**config.mk**
```make
export PLATFORM = sky130hd
export DESIGN_NAME = clksync_rx
export DESIGN_NICKNAME = d
export VERILOG_FILES = /design/src/rtl/clksync_rx_pkg.sv /design/src/rtl/csrx_sync_edge.sv /design/src/rtl/csrx_shifter.sv /design/src/rtl/csrx_flags.sv /design/src/rtl/clksync_rx.sv
export SDC_FILE = /design/constraint.sdc
export NUM_CORES = 1
export LEC_CHECK = 0
export ABC_AREA = 1
export BUFFER_PORTS_ARGS = -buffer_cell sky130_fd_sc_hd__buf_2
export CORE_AREA = 4 4 57 59
export DETAILED_ROUTE_END_ITERATION = 6
export DIE_AREA = 0 0 61 63
export SETUP_SLACK_MARGIN = 0.02
export SYNTH_ARGS = -nofsm -noshare
export SYNTH_HDL_FRONTEND = slang
export SYNTH_SLANG_ARGS = --single-unit
```
**constraint.sdc**
```tcl
create_clock -name clk -period 1.3 [get_ports clk]
set_input_delay 0.195 -clock clk [delete_from_list [all_inputs] [get_ports clk]]
set_output_delay 0.195 -clock clk [all_outputs]
set_load 0.02 [all_outputs]
```
**src/rtl/clksync_rx_pkg.sv**
```systemverilog
package clksync_rx_pkg;
  localparam int ADDR_W = 2;
  localparam int WD_W   = 2;

  typedef enum logic [ADDR_W-1:0] {
    A_DATA = 2'd0,
    A_STAT = 2'd1,
    A_CTRL = 2'd2,
    A_RSVD = 2'd3
  } reg_addr_e;

  localparam int ST_FULL = 0;
  localparam int ST_OVR  = 1;
  localparam int CT_EN   = 0;
  localparam int CT_IE   = 1;
endpackage

```
**src/rtl/csrx_sync_edge.sv**
```systemverilog
module csrx_sync_edge #(
  parameter int STAGES = 2
) (
  input  logic clk,
  input  logic rst_n,
  input  logic sck_async,
  input  logic sd_async,
  output logic sck_rise,
  output logic sd_sync
);
  logic [STAGES:0]   sck_q;
  logic [STAGES-1:0] sd_q;

  always_ff @(posedge clk or negedge rst_n) begin
    if (!rst_n) begin
      sck_q <= '0;
      sd_q  <= '0;
    end else begin
      sck_q <= {sck_q[STAGES-1:0], sck_async};
      sd_q  <= {sd_q[STAGES-2:0], sd_async};
    end
  end

  assign sck_rise = sck_q[STAGES-1] & ~sck_q[STAGES];
  assign sd_sync  = sd_q[STAGES-1];
endmodule

```
**src/rtl/csrx_shifter.sv**
```systemverilog
module csrx_shifter #(
  parameter int W = 8,
  localparam int CNT_W = $clog2(W)
) (
  input  logic             clk,
  input  logic             rst_n,
  input  logic             hold,
  input  logic             sample,
  input  logic             bit_in,
  output logic             frame_done,
  output logic [W-1:0]     frame_data,
  output logic [CNT_W-1:0] bit_cnt
);
  localparam logic [CNT_W-1:0] LAST = CNT_W'(W - 1);

  logic [W-2:0] sh_q;

  always_ff @(posedge clk or negedge rst_n) begin
    if (!rst_n) begin
      sh_q    <= '0;
      bit_cnt <= '0;
    end else if (hold) begin
      sh_q    <= '0;
      bit_cnt <= '0;
    end else if (sample) begin
      sh_q    <= {bit_in, sh_q[W-2:1]};
      bit_cnt <= (bit_cnt == LAST) ? '0 : bit_cnt + CNT_W'(1);
    end
  end

  assign frame_done = sample & ~hold & (bit_cnt == LAST);
  assign frame_data = {bit_in, sh_q};
endmodule

```
**src/rtl/csrx_flags.sv**
```systemverilog
module csrx_flags #(
  parameter int W = 8
) (
  input  logic         clk,
  input  logic         rst_n,
  input  logic         frame_done,
  input  logic [W-1:0] frame_data,
  input  logic         clr_full,
  input  logic         clr_ovr,
  output logic [W-1:0] data_q,
  output logic         full_q,
  output logic         ovr_q
);
  logic full_eff, take, overrun;

  // a clear in this cycle frees the register before the transfer decision
  assign full_eff = full_q & ~clr_full;
  assign take     = frame_done & ~full_eff;
  assign overrun  = frame_done & full_eff;

  always_ff @(posedge clk or negedge rst_n) begin
    if (!rst_n) begin
      data_q <= '0;
      full_q <= 1'b0;
      ovr_q  <= 1'b0;
    end else begin
      full_q <= take | full_eff;
      ovr_q  <= overrun | (ovr_q & ~clr_ovr);
      if (take) data_q <= frame_data;
    end
  end
endmodule

```
**src/rtl/clksync_rx.sv**
```systemverilog
module clksync_rx
  import clksync_rx_pkg::*;
#(
  parameter int DATA_W      = 8,
  parameter int SYNC_STAGES = 2,
  localparam int CNT_W      = $clog2(DATA_W)
) (
  input  logic              clk,
  input  logic              rst_n,
  input  logic              ser_clk,
  input  logic              ser_data,
  input  logic              reg_we,
  input  logic [ADDR_W-1:0] reg_addr,
  input  logic [WD_W-1:0]   reg_wdata,
  output logic [DATA_W-1:0] reg_rdata,
  output logic              irq_rx_full,
  output logic              irq_rx_err
);
  logic              sck_rise, sd_sync;
  logic              frame_done;
  logic [DATA_W-1:0] frame_data, data_q;
  logic [CNT_W-1:0]  bit_cnt;
  logic              full_q, ovr_q;
  logic              rx_en_q, ie_q;
  logic              clr_full, clr_ovr, hold;
  reg_addr_e         addr;

  assign addr     = reg_addr_e'(reg_addr);
  assign clr_full = reg_we & (addr == A_STAT) & reg_wdata[ST_FULL];
  assign clr_ovr  = reg_we & (addr == A_STAT) & reg_wdata[ST_OVR];
  assign hold     = ~rx_en_q | ovr_q;

  always_ff @(posedge clk or negedge rst_n) begin
    if (!rst_n) begin
      rx_en_q <= 1'b0;
      ie_q    <= 1'b0;
    end else if (reg_we && addr == A_CTRL) begin
      rx_en_q <= reg_wdata[CT_EN];
      ie_q    <= reg_wdata[CT_IE];
    end
  end

  csrx_sync_edge #(.STAGES(SYNC_STAGES)) u_sync (
    .clk(clk), .rst_n(rst_n), .sck_async(ser_clk), .sd_async(ser_data),
    .sck_rise(sck_rise), .sd_sync(sd_sync)
  );

  csrx_shifter #(.W(DATA_W)) u_shift (
    .clk(clk), .rst_n(rst_n), .hold(hold), .sample(sck_rise), .bit_in(sd_sync),
    .frame_done(frame_done), .frame_data(frame_data), .bit_cnt(bit_cnt)
  );

  csrx_flags #(.W(DATA_W)) u_flags (
    .clk(clk), .rst_n(rst_n), .frame_done(frame_done), .frame_data(frame_data),
    .clr_full(clr_full), .clr_ovr(clr_ovr),
    .data_q(data_q), .full_q(full_q), .ovr_q(ovr_q)
  );

  always_comb begin
    reg_rdata = '0;
    unique case (addr)
      A_DATA: reg_rdata = data_q;
      A_STAT: begin
        reg_rdata[ST_FULL] = full_q;
        reg_rdata[ST_OVR]  = ovr_q;
      end
      A_CTRL: begin
        reg_rdata[CT_EN] = rx_en_q;
        reg_rdata[CT_IE] = ie_q;
      end
      A_RSVD: reg_rdata = '0;
    endcase
  end

  assign irq_rx_full = full_q & ie_q;
  assign irq_rx_err  = ovr_q & ie_q;
endmodule

```
# Word-level counts from Yosys, hierarchy flattened
# Index checks and enable logic that the tools add are counted.
# classes
mul	0
n_eq_ne	4
bitwise_logic	21
div	0
order_cmp	0
muxes	7
shifts	0
reduce_logical	3
n_addsub	1
# op_table
cell	count
$mux W7	2
$and A1 B1 Y1	12
$mux W3	3
$pmux W2 S4	1
$mux W6	1
$not A1 Y1	6
$eq A2 B2 Y1 const B	2
$add A3 B1 Y3 const B	1
$eq A3 B3 Y1 const B	1
$or A1 B1 Y1	3
$eq A2 B1 Y1 const B	1
$logic_not A2 Y1	1
$reduce_bool A2 Y1	1
$logic_and A1 B1 Y1	1
# totals
ram_bits	0
n_memories	0
ff_bits	27
in_bits	9
out_inout_bits	10
romBits	0
latchBits	0
elab_cells	45

# Depth between registers and ports, before layout
# depth
ltp_word	8
mapped_depth	7
mapped_depth_nobuf	7

# Cells and area by module
# From an unflattened synthesis, not the netlist that was laid out.
# unflattened
hier_cells	144
area_unflattened_um2	1285.0
# by_module_without_submodules
mod	cells_per_inst	area_each_um2	seq_area_each_um2	n_inst
csrx_flags	43	474.2	250.2	1
csrx_shifter	50	450.4	250.2	1
clksync_rx	44	225.2	50.0	1
csrx_sync_edge	7	135.1	125.1	1

# Worst setup path before layout
# Ideal clock, no wire load.
# synth_path
path_kind	reg2reg
from	register u_shift.bit_cnt[0]
to	register u_flags.data_q[0]
required_ns	1.235
setup_time_ns	0.065
n_path_buf	0
stages_incl_launch_ff	8
slack_ns	0.092
t_arrival_ns	1.143
period_less_slack_ns	1.208
path_cell_list	dfrtp_1 > ha_1 > ha_1 > inv_1 > nor2_8 > nand2_4 > nand2_1 > nand2_1
# synth_via
elab_chain_cells	3
# synth_lines
item	line_no	source
start: declaration	csrx_shifter.sv:12	output logic [CNT_W-1:0] bit_cnt
start signal: assignment	csrx_shifter.sv:27	bit_cnt <= (bit_cnt == LAST) ? '0 : bit_cnt + CNT_W'(1);
$eq A3 B3 Y1	csrx_shifter.sv:31	assign frame_done = sample & ~hold & (bit_cnt == LAST);
$and A1 B1 Y1	csrx_shifter.sv:31	
$and A1 B1 Y1	csrx_flags.sv:18	assign take = frame_done & ~full_eff;
end signal: assignment	csrx_flags.sv:29	if (take) data_q <= frame_data;
end: declaration	csrx_flags.sv:10	output logic [W-1:0] data_q,
# Every way passes these cells.
# A chain may end at the register's enable or synchronous reset.

# Worst setup path in the final report
# layout_path
from	register u_flags.ovr_q
to	output reg_rdata[1]
# layout_via
elab_chain_cells	1
# layout_lines
item	line_no	source
start: declaration	csrx_flags.sv:12	output logic ovr_q
start signal: assignment	csrx_flags.sv:28	ovr_q <= overrun | (ovr_q & ~clr_ovr);
$pmux W2 S4	clksync_rx.sv:61	unique case (addr)
end: declaration	clksync_rx.sv:15	output logic [DATA_W-1:0] reg_rdata,
# Every way passes these cells.

==> results by group <==
Status
  – Run status: finished, final reports clean

Pwr
  – Switching part of the total power: 0.269
  – Sequential group share of total power: 0.609
  – Clock network power share: 0.235
  – Switching power total: 405 uW
  – Combinational share of power: 0.156
  – Pint: 1.10 mW
  – Total power consumption of the routed design: 1.50 mW
  – Peak supply drop: 0.786 mV
  – Lkg Pwr: 0.791 nW
  – Ratio of total power to cell area: 986 nW/um2

Worst setup path
  – Required time reported for the critical path endpoint: 1.11 ns
  – Most prevalent standard cell on the critical path: sky130_fd_sc_hd__nand3_2
  – Highest-delay cell along the critical path: sky130_fd_sc_hd__dfrtp_2
  – Start-to-end type of the worst setup path: reg -> out
  – Dominant delay contributor by cell family on the critical path: flip-flops
  – Largest fanout on the critical path: 5
  – Buffers & Inverters on Critical Path: 1
  – Type of element capturing the critical path: output pin
  – Chain of cells forming the critical path: nand3_2 -> nand3_2 -> buf_6
  – Data arrival time of the critical path: 1.06 ns
  – Delay of the slowest cell on the worst path: 0.47 ns
  – Critical Path Start Type: flop

Place
  – Final Wtd Congestion: 0.808
  – Number of buffer cells added on primary ports: 18
  – DP Wirelength: 1600 um
  – DP Cell Count: 182
  – Placed instance area: 1320 um2

Floorplanning
  – Effective utilization at floorplan: 0.440
  – Floorplan core area: 2710 um2
  – Horiz. Die Dim: 61 um
  – Standard-cell row count: 19
  – Boundary pin count: 19
  – Die Y-Extent: 63 um
  – Die outline area: 3840 um2

Timing
  – Final hold vios: 0
  – Max-Slew Margin vs Limit: 0.617
  – Post-layout minimum cycle time: 1.25 ns
  – RSZ-0062 raised after global routing: true
  – Count of pins over their slew limit: 0
  – Endpoints failing setup: 0
  – Clock skew after layout: 0.00176 ns
  – Final clock period utilization by the worst path: 0.965
  – Max Clock Freq: 0.797 GHz
  – Actual transition at the worst max-transition pin: 0.574 ns

Synth
  – Number of register bits inferred by synthesis: 27
  – Largest family of logic cells by synthesized area: simple AND/OR/NAND/NOR gates
  – Netlist Area Pre-Place: 1190 um2
  – Post-synthesis sequential area ratio: 0.567
  – Complex-gate fraction of the synthesized area: 0.0599
  – XOR/XNOR Fraction of Synth Area: 0
  – Cell count after synthesis: 133
  – Simple logic cell fraction of the synthesized area: 0.270
  – Ys Warns: 0
  – Syn Nets: 144
  – Adder-Cell Fraction of Synth Area: 0.0210
  – Average instance area after synthesis: 8.96 um2
  – Post-synth cell types: 16
  – Mux contribution to synthesized area: 0

Finish
  – Inserted Diodes: 0
  – Multi-input gate area in the final layout: 492 um2
  – Share of cells above drive strength 1: 0.329
  – Core occupancy in the finished layout: 0.563
  – Number of non-filler instances in the completed layout: 195
  – Sequential cell area in the final layout: 677 um2
  – Fill count: 252
  – Nets@finish: 176
  – Syn-to-layout area delta: 28.0%
  – Post-route standard cell area excluding fillers: 1530 um2

Clock network
  – Clock-pin transition on the worst setup and hold timing paths: 0.14 ns
  – Worst skew pair latency: 0.32 ns
  – Number of sinks handled by clock tree synthesis: 27
  – Inserted Clock Buffers: 3
  – CTS max path bufs: 2
  – Clock tree root buffer cell: sky130_fd_sc_hd__clkbuf_4
  – Maximum level of the CTS H-tree: 1
  – CTS tree: done

Drt
  – DRT Pass-1 Iters: 4
  – Routed vias: 927
  – First DRT Iteration DRCs: 14
  – Number of nets with antenna violations after routing: 0
  – Via count normalized by instance count: 4.75
  – Number of design rule violations left after detail routing: 0
  – DR WL/cell: 11.1 um
  – DRT Wirelength: 2160 um

Min path
  – Classification of the worst-slack hold path: in -> reg

GRT
  – Global-route wire length before repair: 3720 um
  – Total grt overflow: 0
  – Largest net degree at the start of global routing: 28
  – Initial antenna violation count: 0
  – Vias in the first global route: 893
  – Global-route total usage across every layer: 0.127

Run
  – Count of max-cap constraint violations: 0
==> placed cells by master, fill, tap and decap left out <==
cell type / count
sky130_fd_sc_hd__nand3_1: 14
sky130_fd_sc_hd__nor2_1: 7
sky130_fd_sc_hd__inv_6: 1
sky130_fd_sc_hd__inv_1: 20
sky130_fd_sc_hd__nand2_4: 2
sky130_fd_sc_hd__nand3_2: 6
sky130_fd_sc_hd__clkinv_2: 1
sky130_fd_sc_hd__clkbuf_4: 3
sky130_fd_sc_hd__nor2_4: 3
sky130_fd_sc_hd__ha_2: 1
sky130_fd_sc_hd__o21ai_1: 2
sky130_fd_sc_hd__dfrtp_2: 1
sky130_fd_sc_hd__o21ai_0: 5
sky130_fd_sc_hd__dlygate4sd3_1: 3
sky130_fd_sc_hd__buf_4: 8
sky130_fd_sc_hd__nor2_8: 1
sky130_fd_sc_hd__nand4_1: 1
sky130_fd_sc_hd__buf_6: 4
sky130_fd_sc_hd__nand2_1: 26
sky130_fd_sc_hd__ha_4: 1
sky130_fd_sc_hd__nand2_2: 5
sky130_fd_sc_hd__buf_2: 12
sky130_fd_sc_hd__inv_2: 3
sky130_fd_sc_hd__a21oi_1: 1
sky130_fd_sc_hd__o22ai_1: 5
sky130_fd_sc_hd__dfrtp_1: 26
sky130_fd_sc_hd__nor2_2: 2
==> worst reg2reg max path: cells and delay by family (launching register included) <==
kind                     cells  cell delay, ns
adder cells (fa/ha/maj)      2            0.35
flip-flops                   1            0.38
AND/OR/NAND/NOR              4            0.34
buffers and inverters        1            0.05
==> synthesized netlist by cell type, drive strengths merged <==
cell / n / area [um2]
a21oi: 1 / 5.00
buf: 1 / 7.51
dfrtp: 27 / 676
ha: 2 / 25.0
inv: 24 / 90.1
nand2: 33 / 139
nand3: 20 / 100
nand4: 1 / 6.26
nor2: 12 / 76.3
o21ai: 7 / 35.0
o22ai: 5 / 31.3
==> flip-flops by register name (all words and copies together), names as in the netlist <==
signal           cells
ie_q                 1
u_shift.bit_cnt      3
u_sync.sd_q          2
u_flags.data_q       8
u_shift.sh_q         7
u_flags.ovr_q        1
rx_en_q              1
u_flags.full_q       1
u_sync.sck_q         3
==> cell type report <==
class,count,share of cell area
clock inverters,1,0.00328
repair buffers,27,0.128
multi-input cells,82,0.322
well taps,31,0.0254
clock buffers,3,0.0148
flip-flops and latches,27,0.444
inverters,24,0.0623
==> through the flow <==
step | setup WS, ns | setup TNS [ns] | hold slack, ns
2_1_floorplan | 0.0917 | 0 | -0.101
3_3_place_gp | 0.0289 | 0 | 0.227
3_5_place_dp | -0.00935 | -0.0187 | 0.236
4_1_cts | -0.0247 | -0.0247 | 0.122
5_1_grt | -0.0106 | -0.0437 | 0.128
6_report | 0.0460 | 0 | 0.137
==> logic make-up (layout without fill, tap and decap cells) <==
group           Yosys count  after routing
simple gates             66             67
flops                    27             27
buf+inv                  25             55
compound gates           13             13
fa+ha+maj                 2              2
==> power groups by stage <==
| stage | logic, mW | clock network, mW | registers [mW] |
|---|---|---|---|
| 2_1_floorplan | 0.114 | 0 | 0.921 |
| 4_1_cts | 0.196 | 0.376 | 0.914 |
| 3_3_place_gp | 0.174 | 0 | 0.928 |
| 6_report | 0.235 | 0.353 | 0.916 |
| 5_1_grt | 0.266 | 0.411 | 0.922 |
| 3_5_place_dp | 0.176 | 0 | 0.931 |
==> what timing repair did <==
action                                 4_1_cts  5_1_grt
gates resized for setup                      4       28
pin swaps                                    2       12
endpoints found under the hold margin       29        0
setup endpoints to repair                   12       16
buffers inserted                             1        4
hold buffers                                 3        0
cloned                                       0        1
==> worst paths after layout <==
kind                               startpoint                 to  slack (ns)  cells past startpoint
setup reg to reg           u_shift.bit_cnt[1]  u_flags.data_q[7]        0.08                      7
max in group asynchronous               rst_n      u_flags.ovr_q        0.50                      2
hold reg to reg               u_sync.sck_q[0]    u_sync.sck_q[1]        0.37                      0
hold / removal                   reg_wdata[1]               ie_q        0.14                      3
min in group asynchronous               rst_n               ie_q        0.39                      2
setup / recovery                u_flags.ovr_q       reg_rdata[1]        0.05                      3
==> layer usage <==
metal / part of all wire / global-route usage
met1: 0.46 / 0.169
met5: 0 / 0
met4: 0.022 / 0.0650
met2: 0.49 / 0.195
met3: 0.031 / 0.0186
Note: power is estimated with default switching activity, not from simulation.
